File: src/rtl/rpt_dma_addr_unit.sv
module rpt_dma_addr_unit #(
  parameter int AW = 24,
  parameter int CW = 8
) (
  input  logic          clk,
  input  logic          rst_n,
  input  logic          reg_wr,
  input  logic [1:0]    reg_sel,
  input  logic [AW-1:0] reg_wdata,
  output logic [AW-1:0] reg_rdata,
  input  logic          xfer_done,
  input  logic          chan_en,
  output logic [AW-1:0] addr,
  output logic [CW-1:0] count,
  output logic          active,
  output logic          tc_pulse
);
  localparam logic [1:0] SEL_ADDR = 2'd0, SEL_CNT = 2'd1, SEL_RLD = 2'd2, SEL_CTL = 2'd3;
  localparam logic [CW-1:0] CNT_ONE = CW'(1);

  logic [AW-1:0] start_addr;
  logic [CW-1:0] reload;
  logic [7:0]    ctrl;

  wire word_sz = ctrl[0];
  wire dec_dir = ctrl[1];
  wire rpt_en  = ctrl[2];

  wire wr_addr = reg_wr && reg_sel == SEL_ADDR;
  wire wr_cnt  = reg_wr && reg_sel == SEL_CNT;
  wire wr_rld  = reg_wr && reg_sel == SEL_RLD;
  wire wr_ctl  = reg_wr && reg_sel == SEL_CTL;

  wire           take     = xfer_done && chan_en && active;
  wire           last     = take && count == CNT_ONE && !wr_cnt;
  wire [AW-1:0]  step     = word_sz ? AW'(2) : AW'(1);
  wire [AW-1:0]  addr_mv  = dec_dir ? addr - step : addr + step;

  always_ff @(posedge clk) begin
    if (!rst_n) begin
      ctrl       <= '0;
      active     <= 1'b0;
      tc_pulse   <= 1'b0;
      addr       <= '0;
      start_addr <= '0;
    end else begin
      tc_pulse <= last;
      if (wr_ctl) ctrl <= reg_wdata[7:0];
      if (wr_addr) begin
        addr       <= reg_wdata;
        start_addr <= reg_wdata;
      end else if (last && rpt_en) begin
        addr <= start_addr;
      end else if (take) begin
        addr <= addr_mv;
      end
      if (wr_cnt) active <= 1'b1;
      else if (last && !rpt_en) active <= 1'b0;
    end
  end

  always_ff @(posedge clk) begin
    if (wr_rld) reload <= reg_wdata[CW-1:0];
    if (wr_cnt) count <= reg_wdata[CW-1:0];
    else if (last && rpt_en) count <= reload;
    else if (take) count <= count - CNT_ONE;
  end

  always_comb begin
    case (reg_sel)
      SEL_ADDR: reg_rdata = addr;
      SEL_CNT:  reg_rdata = AW'(count);
      SEL_RLD:  reg_rdata = AW'(reload);
      default:  reg_rdata = AW'(ctrl);
    endcase
  end


  dec_by_one_chk: assert property (@(posedge clk) disable iff (!rst_n)
    (take && !reg_wr && count != CNT_ONE) |=> count == $past(count) - CNT_ONE);

  reload_chk: assert property (@(posedge clk) disable iff (!rst_n)
    (take && !reg_wr && count == CNT_ONE && rpt_en) |=> (count == $past(reload) && tc_pulse && active));

  restore_chk: assert property (@(posedge clk) disable iff (!rst_n)
    (take && !reg_wr && count == CNT_ONE && rpt_en) |=> addr == $past(start_addr));

  stop_chk: assert property (@(posedge clk) disable iff (!rst_n)
    (take && !reg_wr && count == CNT_ONE && !rpt_en) |=> (!active && count == '0 && tc_pulse));

  sw_wins_chk: assert property (@(posedge clk) disable iff (!rst_n)
    (reg_wr && reg_sel == SEL_CNT) |=> (count == $past(reg_wdata[CW-1:0]) && active && !tc_pulse));

  idle_chk: assert property (@(posedge clk) disable iff (!rst_n)
    (!chan_en && !reg_wr) |=> ($stable(count) && $stable(addr)));
endmodule

File: config.mk
export PLATFORM = sky130hd
export DESIGN_NAME = rpt_dma_addr_unit
export DESIGN_NICKNAME = d
export VERILOG_FILES = /design/src/rtl/rpt_dma_addr_unit.sv
export SDC_FILE = /design/constraint.sdc
export NUM_CORES = 1
export LEC_CHECK = 0
export BUFFER_PORTS_ARGS = -buffer_cell sky130_fd_sc_hd__buf_4
export CAP_MARGIN = 20
export CORE_AREA = 3 3 98 100
export DETAILED_ROUTE_END_ITERATION = 16
export DIE_AREA = 0 0 101 103
export GPL_TIMING_DRIVEN = 0
export PLACE_DENSITY_LB_ADDON = 0.1
export SLEW_MARGIN = 30
export SYNTH_ARGS = -nofsm -noshare
export SYNTH_HDL_FRONTEND = slang
export SYNTH_SLANG_ARGS = --single-unit
File: constraint.sdc
create_clock -name clk -period 4.2 [get_ports clk]
set_input_delay 0.84 -clock clk [delete_from_list [all_inputs] [get_ports clk]]
set_output_delay 0.84 -clock clk [all_outputs]
set_load 0.01 [all_outputs]
# Yosys cells after proc, flatten, opt, wreduce, memory -nomap -nowiden
# Cells that the tools add are included.
[totals] inputBits=31 register_bits=74 output_inout_bits=58 word_cells=41
[classes] n_mux=11 addsub=3 reduce_logical=16 eq_ne=4
[op_table] op="two-way mux 24 bit" count=4
[op_table] op="case mux 24 bit (3 select lines)" count=1
[op_table] op="adder 24 x 2 -> 24 bit" count=1
[op_table] op="two-way mux 8 bit" count=3
[op_table] op="subtractor 24 x 2 -> 24 bit" count=1
[op_table] op="logical AND 1 bit" count=10
[op_table] op="equality test 8 x 1 -> 1 bit (second input constant)" count=1
[op_table] op="subtractor 8 x 1 -> 8 bit (second input constant)" count=1
[op_table] op="nonzero test 3 bit" count=2
[op_table] op="equality test 2 bit (second input constant)" count=2
[op_table] op="equality test 2 x 1 -> 1 bit (second input constant)" count=1
[op_table] op="zero test 1 bit" count=2
[op_table] op="zero test 2 bit" count=1
[op_table] op="two-way mux 1 bit" count=2
[op_table] op="two-way mux 2 bit" count=1
[op_table] op="nonzero test 2 bit" count=1

# Longest topological paths before layout
# Gate-level depths: netlist (run 1).
[logic_depth] word_depth=7 depth_mapped=11

# Worst setup path before layout (run 1)
# No wires, ideal clock.
[synth_path] path_type="register to register" start="register ctrl[1]" end="register addr[22]" setup_slack_ns=1.343 setup_ns=0.137 stages_incl_launch_ff=10 t_arrival_ns=2.720 cell_sequence="dfxtp_1 -> nor2b_1 -> fa_1 -> a21o_1 -> a221oi_1 -> a21oi_1 -> a221o_1 -> a41o_1 -> xnor2_1 -> a31oi_1"
[synth_between] elab_chain_cells=4
[synth_rtl] item="start: declaration" line_no="23" source="logic [7:0] ctrl;"
[synth_rtl] item="start signal: assignment" line_no="48" source="if (wr_ctl) ctrl <= reg_wdata[7:0];"
[synth_rtl] item="two-way mux 24 bit" line_no="37" source="wire [AW-1:0] addr_mv = dec_dir ? addr - step : addr + step;"
[synth_rtl] item="two-way mux 24 bit" line_no="54" source="end else if (take) begin"
[synth_rtl] item="two-way mux 24 bit" line_no="52" source="end else if (last && rpt_en) begin"
[synth_rtl] item="two-way mux 24 bit" line_no="49" source="if (wr_addr) begin"
[synth_rtl] item="end signal: assignment" line_no="50" source="addr <= reg_wdata;"
[synth_rtl] item="end signal: assignment" line_no="53" source="addr <= start_addr;"
[synth_rtl] item="end signal: assignment" line_no="55" source="addr <= addr_mv;"
[synth_rtl] item="end: declaration" line_no="13" source="output logic [AW-1:0] addr,"
# No other way between the ends. The select of a mux whose other input is x is not followed.
# A chain may end at the register's enable or synchronous reset.

# Worst setup path in the final report (run 1)
[layout_path] start="register ctrl[1]" end="register addr[18]"
# The elaborated chain is that of the path after synthesis.

==> flow_summary_export.csv, run 1 <==
group,metric,value,unit
power_and_ir_drop,power_density,290,nW/um2
finish,layout-drive-gt1-share,19.7,%
min_path,hp-class,"reg -> reg",
timing,final.setup.tns,0,ns
global_route,grt_pass1_wl,24200,um
cts,clk_latency,0.36,ns
global_route,grt_use_total,29.8,%
worst_setup_path,r2r-start,"ctrl[1]",
floorplanning,initial_core_util,55.2,%
timing,whs,0.469,ns
floorplanning,core_area,8760,um2
floorplanning,std_cell_rows,34,
cts,cts_max_path_buffers,2,
cts,cts_resized,0,
cts,cts_buffers,9,
finish,n_fill_cell,774,
detailed_routing,routed-via-count,4859,
floorplanning,die_y,103,um
timing,worst_pin_slew,0.781,ns
detailed_routing,ant_nets,0,
worst_setup_path,rr_worst_depth,9,
worst_setup_path,end_kind,"register",
floorplanning,io_pins,89,
worst_setup_path,cp-start-kind,"register",
timing,skew,0.0125,ns
worst_setup_path,cp.arrival,3.65,ns
timing,finalCriticalPeriod,3.44,ns
placement,portBuffers,88,
timing,rsz0062_at_grt,"false",
synthesis,async_flop_share,0,%
floorplanning,dieArea,10400,um2
global_route,antenna_found_initial,0,
cts,post_cts_buffers,0,
min_path,min_to,"start_addr[14]",
synthesis,ys_ff_latch,74,
worst_setup_path,crit_path_max_fanout,25,
synthesis,syn_avg_cell_area,8.56,um2
finish,antenna_cells,0,
synthesis,postSynthCellCount,565,
detailed_routing,wire_per_inst,19.8,um
power_and_ir_drop,leakage,2.51,nW
timing,timing.fmax,290,MHz
worst_setup_path,worstPathRequired,4.40,ns
placement,dp_hpwl,11300,um
power_and_ir_drop,peakVddDrop,165,uV
cts,cts_hold_buffers,0,
timing,hold_viol,0,
placement,place.gp.congestion,0.898,
worst_setup_path,r2r_setup_slack,0.76,ns
global_route,grt_max_degree,26,
floorplanning,fp.dieW,101,um
cts,ctsRootBufferMaster,"clkbuf_8",
detailed_routing,firstDrtPassIters,6,
timing,drv_slew,0,
detailed_routing,via_per_inst,6.25,
timing,min_period_over_period,82.0,%
finish,final_cell_mix,"buf_4 (89), nand2_1 (88), dfxtp_1 (57), o21ai_0 (40), a21oi_1 (38)",
finish,final_common_cell,"buf_4",
synthesis,yosysSeqAreaShare,33.9,%
finish,nets,721,
timing,timing.slew.headroom,47.9,%
cts,clkTransAtPathRegs,0.08,ns
synthesis,synth-main-ff-cell,"dfxtp_1",
synthesis,ys_types,59,
worst_setup_path,rr_endpoint,"addr[18]",
synthesis,synth_edf_count,16,
cts,htreeDepth,3,
global_route,grt_overflow_total,0,
outcome,run_status,"finished clean",
timing,setup_violations,0,
detailed_routing,drt_iter0_drc,484,
run,drv_cap,0,
synthesis,netlist_area,4840,um2
worst_setup_path,critPathKind,"reg -> reg",
finish,area_delta_synth_final,20.8,%
global_route,grt_pass1_vias,4677,
cts,cts_tree,"built",
synthesis,synth_nets,622,
min_path,hold_start,"start_addr[14]",
detailed_routing,drt-total-wl,15400,um
cts,clock-sinks,74,
detailed_routing,drc,0,
synthesis,ys_warn_count,0,
min_path,holdPathStages,2,
registers in the layout (all words and copies together) (netlist names):
name and count:
active 1, addr 24, ctrl 8, reload 8, count 8, start_addr 24, tc_pulse 1
layer usage:
metal  global-route usage, %  up-vias  share of wire, %
met1                    42.0     2290                43
met3                    3.59       34               8.6
met5                       0        -                 0
met2                    47.2      261                46
met4                    10.6        0               2.1
li1                        -     2274                 -
cells by family after synthesis:
logic type / after synthesis / share of synthesized area [%]
compound gates: 182 / 25.7
xor+xnor: 23 / 4.16
fa+ha+maj: 26 / 6.88
buf+inv: 44 / 3.57
flops: 74 / 33.9
mux: 20 / 6.21
simple gates: 196 / 19.5
synth_stat cells (3+ instances only):
cell type	instances	area (um2)
nand2_1	88	330
nor2_1	32	120
a21boi_0	32	240
buf_2	3	15.0
and4_1	3	26.3
mux4_2	8	180
or2_2	3	18.8
and3_1	7	43.8
o31ai_1	3	22.5
o211ai_1	9	67.6
ha_1	25	313
nor3_1	6	30.0
mux2i_1	12	120
or3_1	3	18.8
inv_1	10	37.5
o221ai_1	8	70.1
a21o_1	6	45.0
clkbuf_1	26	97.6
xnor2_1	12	105
nand2b_1	4	25.0
nor3b_1	4	30.0
buf_1	4	15.0
xor2_1	11	96.3
edfxtp_1	16	480
and2_1	17	106
nand4_1	3	18.8
dfxtp_1	58	1160
o21ai_0	40	200
nand3_1	10	50.1
a31oi_1	9	56.3
a21oi_1	38	190
nor2b_1	10	62.6
a221o_1	5	50.1
o221a_2	6	67.6
worst max-delay path: stages (launching register included):
cell and delay, ns:
dfxtp_2 0.53, nor2b_1 0.26, fa_1 0.44, a21o_1 0.24, a221oi_1 0.54, a21oi_1 0.23, a221o_1 0.43, a31oi_1 0.25
xor2_1 0.23, a31oi_1 0.13
where the power goes:
group	switching (mW)	internal, mW	leakage [nW]	total [mW]
clock	0.277	0.331	0.104	0.608
combinational	0.162	0.133	1.79	0.295
sequential	0.0334	0.758	0.620	0.792
total	0.472	1.22	2.51	1.69
layout make-up:
type	count	area, um2	share of cell area [%]
buffer	34	135	2.31
clock buffer	10	128	2.18
clock inverter	6	81.3	1.39
inverter	10	37.5	0.642
multi-input combinational	447	3020	51.7
sequential	74	1640	28.1
tap	108	135	2.31
timing repair buffer	88	661	11.3
worst max path at each step:
stage | start | to | cells after the start
after CTS | ctrl[1] | addr[18] | 9
after global placement | ctrl[1] | addr[18] | 8
final | ctrl[1] | addr[18] | 9
after global routing | ctrl[1] | addr[18] | 9
after floorplan | ctrl[1] | addr[22] | 9
after detailed placement | ctrl[1] | addr[18] | 9
stage by stage:
stage / power (mW) / util (%) / instances / setup slack (ns) / cell area (um2)
5_1_grt: 1.75 / 66.7 / 777 / 0.510 / 5840
3_5_place_dp: 1.10 / 64.3 / 761 / 0.879 / 5630
2_1_floorplan: 0.969 / - / 565 / 1.34 / 4840
4_1_cts: 1.69 / 66.7 / 777 / 0.832 / 5840
6_report: 1.69 / 66.7 / 777 / 0.757 / 5840
3_3_place_gp: 1.09 / 64.3 / 761 / 0.531 / 5630
(Power assumes the default switching activity.)
==> run 2, diff against run 1 <==
- CORE_AREA: 3 3 98 100 -> 3 3 102 104
- DIE_AREA: 0 0 101 103 -> 0 0 105 107
- clock period: 4.2 -> 2.8 ns (I/O delays scaled with it)
==> run 2 against run 1 <==
Register-to-register slack worse by 0.65 ns. Cell count is 4.2% higher. Worst setup slack worse by 0.65 ns. Critical path type unchanged. Highest routed layer unchanged.
==> flow_summary_export.csv, run 2 (synthesized netlist as in run 1, its figures left out) <==
group,metric,value,unit
cts,cts_tree,"built",
timing,timing.fmax,371,MHz
min_path,holdPathStages,1,
power_and_ir_drop,intPower,1.75,mW
worst_setup_path,worst_path_most_repeated_cell,"inv_2",
timing,finalWorstSetupSlack,0.104,ns
timing,setup_violations,0,
timing,drv_slew,0,
placement,portBuffers,88,
power_and_ir_drop,p_sw_share,29.5,%
worst_setup_path,cp.arrival,2.90,ns
power_and_ir_drop,pwr-share-comb,18.5,%
worst_setup_path,end_kind,"register",
detailed_routing,firstDrtPassIters,5,
detailed_routing,drt_iter0_drc,344,
power_and_ir_drop,p_clk_share,34.0,%
worst_setup_path,crit_path_max_fanout,3,
floorplanning,fp.dieW,105,um
placement,place.gp.congestion,0.926,
timing,timing.slew.headroom,48.7,%
finish,nets,729,
cts,htreeDepth,3,
min_path,hp-class,"in -> reg",
detailed_routing,via_per_inst,6.07,
finish,final_area,5990,um2
floorplanning,initial_core_util,50.2,%
finish,final_cell_mix,"buf_4 (96), nand2_1 (88), dfxtp_1 (55), o21ai_0 (39), a21oi_1 (36)",
global_route,antenna_found_initial,0,
timing,finalCriticalPeriod,2.70,ns
detailed_routing,drc,0,
detailed_routing,drt-total-wl,15900,um
cts,clk_latency,0.35,ns
finish,n_fill_cell,876,
timing,min_period_over_period,96.3,%
run,drv_cap,0,
cts,cts_hold_buffers,0,
floorplanning,die_y,107,um
worst_setup_path,critPathKind,"reg -> reg",
timing,final.setup.tns,0,ns
global_route,grt_use_total,28.2,%
worst_setup_path,crit_slowest_cell,"a221o_1",
placement,dp_hpwl,11500,um
worst_setup_path,slowest_delay,0.39,ns
placement,dpl-instance-area,5670,um2
global_route,grt_pass1_wl,24800,um
timing,skew,0.0124,ns
detailed_routing,ant_nets,0,
worst_setup_path,worstPathRequired,3.01,ns
floorplanning,core_area,9640,um2
cts,cts_buffers,9,
global_route,grt_max_degree,15,
floorplanning,io_pins,89,
finish,antenna_cells,0,
cts,clock-sinks,74,
worst_setup_path,rr_worst_depth,11,
cts,ctsRootBufferMaster,"clkbuf_8",
floorplanning,dieArea,11200,um2
floorplanning,std_cell_rows,36,
power_and_ir_drop,power_frac_seq,47.5,%
power_and_ir_drop,p_switching,0.735,mW
finish,layout-drive-gt1-share,23.0,%
worst_setup_path,crit_path_cell_trace,"inv_2 > ha_4 > inv_2 > fa_2 > a21o_1 > a221oi_4 > a21oi_2 > a221o_1 > a41o_1 > xnor2_1 > a31oi_1",
power_and_ir_drop,power_density,416,nW/um2
detailed_routing,wire_per_inst,19.6,um
power_and_ir_drop,peakVddDrop,246,uV
worst_setup_path,cp-start-kind,"register",
timing,hold_viol,0,
finish,final_common_cell,"buf_4",
placement,pre_cts_ws,-0.411,ns
global_route,grt_overflow_total,0,
power_and_ir_drop,leakage,2.55,nW
outcome,run_status,"finished clean",
timing,worst_pin_slew,0.770,ns
cts,cts_max_path_buffers,2,
global_route,grt_pass1_vias,4626,
cts,clkTransAtPathRegs,0.09,ns
finish,top_regs,"addr x24, start_addr x24",
detailed_routing,routed-via-count,4917,
finish,area_delta_synth_final,23.7,%
run 2: stage by stage:
| step | instances | hold WS, ns | utilization [%] | power, mW |
|---|---|---|---|---|
| after CTS | 804 | 0.407 | 61.2 | 2.48 |
| after global placement | 786 | 0.452 | 58.8 | 1.64 |
| after detailed placement | 786 | 0.459 | 58.8 | 1.65 |
| final | 810 | 0.418 | 62.1 | 2.49 |
| after global routing | 810 | 0.402 | 62.1 | 2.59 |
| after floorplan | 565 | 0.440 | - | 1.45 |
run 2: worst paths after layout:
check,startpoint,endpoint,slack (ns)
worst max-delay path,addr[0],addr[22],0.10
worst min-delay path,reg_wdata[0],reload[0],0.42
worst max register to register,addr[0],addr[22],0.10
worst min register to register,start_addr[7],start_addr[7],0.47
run 2: repair_timing:
item                                    4_1_cts  5_1_grt
resized for setup                             4       17
hold endpoints to repair                      0        0
endpoints found under the setup margin       13       13
pin swaps                                     3        9
buffers inserted                              2        6
run 2: worst max-delay path, delay by kind of cell, from the launching register on:
family,cells,cell delay (ns)
AOI/OAI and AO/OA,6,1.41
xor gates and xnor gates,1,0.16
adders and majority gates,2,0.50
DFF,1,0.35
buffers and inverters,2,0.12
run 2: power by group through the flow:
| stage | logic [mW] | clock network, mW | registers [mW] |
|---|---|---|---|
| finish | 0.461 | 0.845 | 1.18 |
| global placement | 0.428 | 0 | 1.21 |
| CTS | 0.445 | 0.852 | 1.18 |
| detailed placement | 0.439 | 0 | 1.21 |
| global route | 0.501 | 0.903 | 1.19 |
| floorplan | 0.249 | 0 | 1.21 |
run 2: final cells by class:
type                       instances  area [um2]  share of cell area, %
buffer                            34         136                   2.28
clock inverter                     7        70.1                   1.17
multi-input combinational        447        3070                   51.4
inverter                          10        37.5                  0.627
sequential                        74        1650                   27.6
tap                              133         166                   2.78
timing repair buffer              96         724                   12.1
clock buffer                       9         124                   2.07
run 2: layer usage:
layer | part of all wire [%] | GRT usage [%] | vias up
li1 | - | - | 2296
met1 | 44 | 39.4 | 2345
met2 | 46 | 45.6 | 249
met3 | 8.7 | 5.24 | 27
met4 | 1.7 | 6.37 | 0
met5 | 0 | 0 | -
